`config.mk`:
```
export PLATFORM = sky130hd
export DESIGN_NAME = bus_requester
export DESIGN_NICKNAME = d
export VERILOG_FILES = /design/src/rtl/brq_pkg.sv /design/src/rtl/brq_lockout_timer.sv /design/src/rtl/brq_fsm.sv /design/src/rtl/bus_requester.sv
export SDC_FILE = /design/constraint.sdc
export NUM_CORES = 1
export LEC_CHECK = 0
export ABC_AREA = 1
export BUFFER_PORTS_ARGS = -buffer_cell sky130_fd_sc_hd__buf_4
export CAP_MARGIN = 20
export CORE_AREA = 2 2 39 41
export DETAILED_ROUTE_END_ITERATION = 8
export DIE_AREA = 0 0 41 43
export PLACE_DENSITY = 0.58
export SLEW_MARGIN = 20
export SYNTH_ARGS = -nofsm -noshare
export SYNTH_HDL_FRONTEND = slang
export SYNTH_SLANG_ARGS = --single-unit
export TNS_END_PERCENT = 10
```
`constraint.sdc`:
```
create_clock -name clk -period 1.4 [get_ports clk]
set_input_delay 0.07 -clock clk [delete_from_list [all_inputs] [get_ports clk]]
set_output_delay 0.07 -clock clk [all_outputs]
set_load 0.005 [all_outputs]
```
`src/rtl/brq_pkg.sv`:
```
package brq_pkg;
    typedef enum logic [1:0] {
        BRQ_IDLE    = 2'd0,
        BRQ_REQUEST = 2'd1,
        BRQ_OWNED   = 2'd2,
        BRQ_LOCKOUT = 2'd3
    } brq_state_e;
endpackage

```
`src/rtl/brq_lockout_timer.sv`:
```
module brq_lockout_timer #(
    parameter int LAPSE_W = 3
) (
    input  logic               clk,
    input  logic               rst,
    input  logic               load,
    input  logic [LAPSE_W-1:0] load_val,
    output logic               expired
);
    localparam logic [LAPSE_W-1:0] CNT_ZERO = '0;
    localparam logic [LAPSE_W-1:0] CNT_ONE  = {{(LAPSE_W-1){1'b0}}, 1'b1};

    logic [LAPSE_W-1:0] cnt;

    always_ff @(posedge clk) begin
        if (rst) begin
            cnt <= CNT_ZERO;
        end else if (load) begin
            cnt <= load_val;
        end else if (cnt != CNT_ZERO) begin
            cnt <= cnt - CNT_ONE;
        end
    end

    assign expired = (cnt == CNT_ZERO);

    AST_LOAD_CAPTURE: assert property (@(posedge clk) disable iff (rst)
        load |=> cnt == $past(load_val));
    AST_COUNT_DOWN: assert property (@(posedge clk) disable iff (rst)
        (!load && cnt != CNT_ZERO) |=> cnt == $past(cnt) - CNT_ONE);
    AST_NO_WRAP: assert property (@(posedge clk) disable iff (rst)
        (!load && cnt == CNT_ZERO) |=> cnt == CNT_ZERO);
endmodule

```
`src/rtl/brq_fsm.sv`:
```
module brq_fsm
    import brq_pkg::*;
(
    input  logic clk,
    input  logic rst,
    input  logic xfer_pending,
    input  logic xfer_done,
    input  logic bus_grant,
    input  logic lock_expired,
    output logic lock_load,
    output logic bus_req,
    output logic bus_owned
);
    brq_state_e state;
    brq_state_e state_nxt;

    // State register
    always_ff @(posedge clk) begin
        if (rst) begin
            state <= BRQ_IDLE;
        end else begin
            state <= state_nxt;
        end
    end

    // Transitions
    always_comb begin
        state_nxt = state;
        lock_load = 1'b0;
        unique case (state)
            BRQ_IDLE: begin
                if (xfer_pending) state_nxt = BRQ_REQUEST;
            end
            BRQ_REQUEST: begin
                if (bus_grant) state_nxt = BRQ_OWNED;
            end
            BRQ_OWNED: begin
                if (xfer_done) begin
                    state_nxt = BRQ_LOCKOUT;
                    lock_load = 1'b1;
                end
            end
            BRQ_LOCKOUT: begin
                if (lock_expired) begin
                    state_nxt = xfer_pending ? BRQ_REQUEST : BRQ_IDLE;
                end
            end
            default: state_nxt = BRQ_IDLE;
        endcase
    end

    // Outputs
    always_comb begin
        bus_req   = 1'b0;
        bus_owned = 1'b0;
        unique case (state)
            BRQ_IDLE:    ;
            BRQ_REQUEST: bus_req = 1'b1;
            BRQ_OWNED: begin
                bus_req   = 1'b1;
                bus_owned = 1'b1;
            end
            BRQ_LOCKOUT: ;
            default:     ;
        endcase
    end

    AST_GRANT_TAKEN: assert property (@(posedge clk) disable iff (rst)
        (state == BRQ_REQUEST && bus_grant) |=> bus_owned);
    AST_DONE_RELEASES: assert property (@(posedge clk) disable iff (rst)
        (bus_owned && xfer_done) |=> (!bus_req && !bus_owned));
    AST_WINDOW_HOLDS: assert property (@(posedge clk) disable iff (rst)
        (state == BRQ_LOCKOUT && !lock_expired) |=> state == BRQ_LOCKOUT);
    AST_STALE_GRANT: assert property (@(posedge clk) disable iff (rst)
        (state == BRQ_LOCKOUT && !lock_expired && bus_grant) |=> !bus_owned);
endmodule

```
`src/rtl/bus_requester.sv`:
```
module bus_requester #(
    parameter int LAPSE_W = 3
) (
    input  logic               clk,
    input  logic               rst,
    input  logic [LAPSE_W-1:0] lapse_cfg,
    input  logic               xfer_pending,
    input  logic               xfer_done,
    input  logic               bus_grant,
    output logic               bus_req,
    output logic               bus_owned
);
    logic lock_load;
    logic lock_expired;

    brq_fsm u_fsm (
        .clk          (clk),
        .rst          (rst),
        .xfer_pending (xfer_pending),
        .xfer_done    (xfer_done),
        .bus_grant    (bus_grant),
        .lock_expired (lock_expired),
        .lock_load    (lock_load),
        .bus_req      (bus_req),
        .bus_owned    (bus_owned)
    );

    brq_lockout_timer #(.LAPSE_W(LAPSE_W)) u_timer (
        .clk      (clk),
        .rst      (rst),
        .load     (lock_load),
        .load_val (lapse_cfg),
        .expired  (lock_expired)
    );

    AST_OWN_NEEDS_REQ: assert property (@(posedge clk) disable iff (rst)
        bus_owned |-> bus_req);
    AST_LOCK_NO_REQ: assert property (@(posedge clk) disable iff (rst)
        !lock_expired |-> !bus_req);
endmodule

```
==> results.md <==
* Status: finished clean
* Critical setup path kind: register to register
* Clock Latency Late Sink at about 0.24 ns
* Slowest cell on crit path: dfxtp_1
* Wire length per cell at 7.99 um
* Sequential share of power at around a fifth
* MaxCap Viol Count at 0
* Die X-Extent at approximately 41 um
* Synth Cell Area at roughly 410 um2
* Final Max Slew Viols at 0
* Final setup skew at between 0.001 and 0.0015 ns
* PortBufs at 9
* DRT Pass-1 Iters at 3
* CTS tree: built
* DIE AREA at approximately 1800 um2
* Detail Route Antenna Nets at 0
* Leak at approximately 0.28 nW
* Int Power at between 0.6 and 0.7 mW
* DIE HEIGHT at about 43 um
* FF-to-FF Start: u_fsm.state[0]
* Io pins at 10
* Final core occ at 39.3%
* Comb power frac at a little under two thirds
* Number of global-route vias before repair at about 310
* CP Launch Point: u_fsm.state[0]
* Switching power at roughly 0.46 mW
* Buf/Inv on CP at 1
* Cells after DPL at 80
* Yosys warning total at 0
* # rows at 14
* Syn_nets at 68
* RSZ-0062 raised after global routing: no
* Number of gates resized after CTS at 0
* Worst path top cell family by delay: simple AND/OR/NAND/NOR gates
* Synth cell types at 20
* HP Start: lapse_cfg[2]
* Maximum VDD drop at between 0.4 and 0.5 mV
* ANT cells at 0
* Layout cells sized above 1 at between 30% and 40%
* Fin crit share at ~88%
* CTS Buf Count at 3
* Top cell type's share of synthesized area at between 20% and 30%
* Filler cells at 151
* Fmax at 814 MHz
* Crit path capture type: register
* Most frequent CP cell: nand2_1
* Pwr dens at between 2000 and 2500 nW/um2
* WP data arrival at around 1.4 ns
* GP Congestion at 0.753
* Fin. Hold Viols at 0
* Clock Path Buffers at 2
* Yosys top cell by area: dfxtp_1
* Post-synthesis register bit count at 5
* Total wire length at ~680 um
* Total negative slack at 0 ns
* Largest net degree at the start of global routing at 7
* First-pass GRT wire length at between 1000 and 1500 um
* Critical Path Start Type: register
* Non-Filler Instances at 85
* Total number of vias at 347
* Final Critical Period at around 1.2 ns
* Sw frac at 41.8%
* Seq/Total Area, Yosys at between 20% and 30%
* HP Class: primary input to register
* Crit-path max FO at 4
* DP HPWL at 581 um
* Clock Sinks at 5
* DRC at 0
* Via density at 4.08
* CTS H-Tree Depth at 1
* Slew headroom at roughly 88%
* Initial antenna violation count at 0
* First DRT Iteration DRCs at 3
* Core Footprint at around 1400 um2
* Sequence of cells on the critical path: inv_1, ha_1, nand2_1, o21ai_2, nor2_2, nand2_1, nand2_1, nor2_2
* Initial Util at between 20 and 30%
* Area contributors post-synth: dfxtp_1 (24%), ha_1 (18%), inv_1 (8.2%)
* Setup-failing EPs final at 0
* Root Driver: clkbuf_4
* Clock group share of total power at 15.0%
* Post-layout nets at 84
* Synth-to-Final Area Change at 31.8%
* Worst Tran Pin Value at 0.187 ns
* Avg Cell Area, Syn at approximately 7.6 um2
* CP required at 1.53 ns
* Grt total ovfl at 0
* Max stage delay on crit path at 0.32 ns
* Clock slew seen by the registers of the worst setup and hold paths at about 0.04 ns
* Total GRT Usage at 10.4%
* Syn Inst Count at 54
-- cells in the final DEF, fill, tap and decap left out, types with 2 or more instances in the layout --
| cell | n |
|---|---|
| clkbuf_4 | 3 |
| inv_1 | 9 |
| nor2_1 | 2 |
| buf_4 | 10 |
| nand2_1 | 7 |
| nor2_2 | 2 |
| nand3_1 | 4 |
| dfxtp_1 | 5 |
| o211ai_1 | 2 |
| inv_2 | 3 |
| ha_1 | 6 |
| nand2_2 | 4 |
-- synth_stat cells --
cell type  number
inv_1           9
nor3_1          1
nor2_1          2
a21oi_1         1
dfxtp_1         5
xnor2_1         1
nand3_2         1
nand2_2         4
o21ai_1         1
ha_1            6
o21bai_2        1
nand2_1         7
o21ai_2         1
a211oi_1        1
nor2_2          2
nand3_1         4
o21ai_0         1
nand2_8         1
o211ai_1        2
inv_2           3
-- timing repair --
action	4_1_cts	5_1_grt
hold buffers	1	0
setup buffers	0	0
setup endpoints to repair	0	0
endpoints found under the hold margin	1	0
-- cell families (layout without fill, tap and decap cells) --
group | Yosys count | after routing | synth area share (%)
AOI/OAI and AO/OA | 8 | 8 | 13.9
buffers and inverters | 12 | 27 | 10.9
xor gates and xnor gates | 1 | 1 | 2.12
and+or+nand+nor | 22 | 22 | 30.6
adders and majority gates | 6 | 6 | 18.2
DFF | 5 | 5 | 24.2
-- sequential cells by signal, indices dropped and copies added (netlist names) --
signal       count
u_timer.cnt      3
u_fsm.state      2
-- metrics by stage --
stage                     area [um2]  setup slack, ns  hold WS, ns  power (mW)
after floorplan                  413            0.176        0.139       0.785
after CTS                        544            0.148        0.135        1.14
after global routing             544           0.0613        0.144        1.25
final                            544            0.171        0.146        1.11
after global placement           508            0.162        0.238       0.958
after detailed placement         508            0.157        0.243       0.956
-- metal layers --
metal | GRT usage (%) | share of wire [%] | up-vias
met3 | 3.14 | 4.3 | 2
met1 | 12.5 | 48 | 138
met2 | 13.8 | 46 | 6
met4 | 10.0 | 2.1 | 0
met5 | 0 | 0 | -
li1 | - | - | 201
-- worst register-to-register path: cells and delay by family (launching register included) --
family                   cells  cell delay [ns]
flip-flops                   1             0.32
adder cells (fa/ha/maj)      1             0.25
AO/OA/AOI/OAI                1             0.08
buffers and inverters        1             0.06
AND/OR/NAND/NOR              5             0.42
-- worst paths after layout --
| check | to | slack [ns] | depth (start not counted) |
|---|---|---|---|
| max | u_fsm.state[1] | 0.17 | 8 |
| min | u_timer.cnt[2] | 0.15 | 3 |
| max reg2reg | u_fsm.state[1] | 0.17 | 8 |
| min reg2reg | u_timer.cnt[1] | 0.46 | 2 |
-- power groups by stage --
stage          combinational, mW  sequential, mW  clock, mW
2_1_floorplan              0.541           0.244          0
3_3_place_gp               0.718           0.240          0
3_5_place_dp               0.715           0.241          0
4_1_cts                    0.720           0.238      0.177
5_1_grt                    0.821           0.244      0.186
6_report                   0.706           0.237      0.166
-- layout make-up --
type / instances / area, um2 / area share, %
Clock buffer: 4 / 26.3 / 4.83
Inverter: 12 / 45.0 / 8.28
Multi-Input combinational cell: 37 / 268 / 49.2
Sequential cell: 5 / 100 / 18.4
Tap cell: 16 / 20.0 / 3.68
Timing Repair Buffer: 11 / 85.1 / 15.6
No activity file was read; power rests on OpenSTA's default activity.
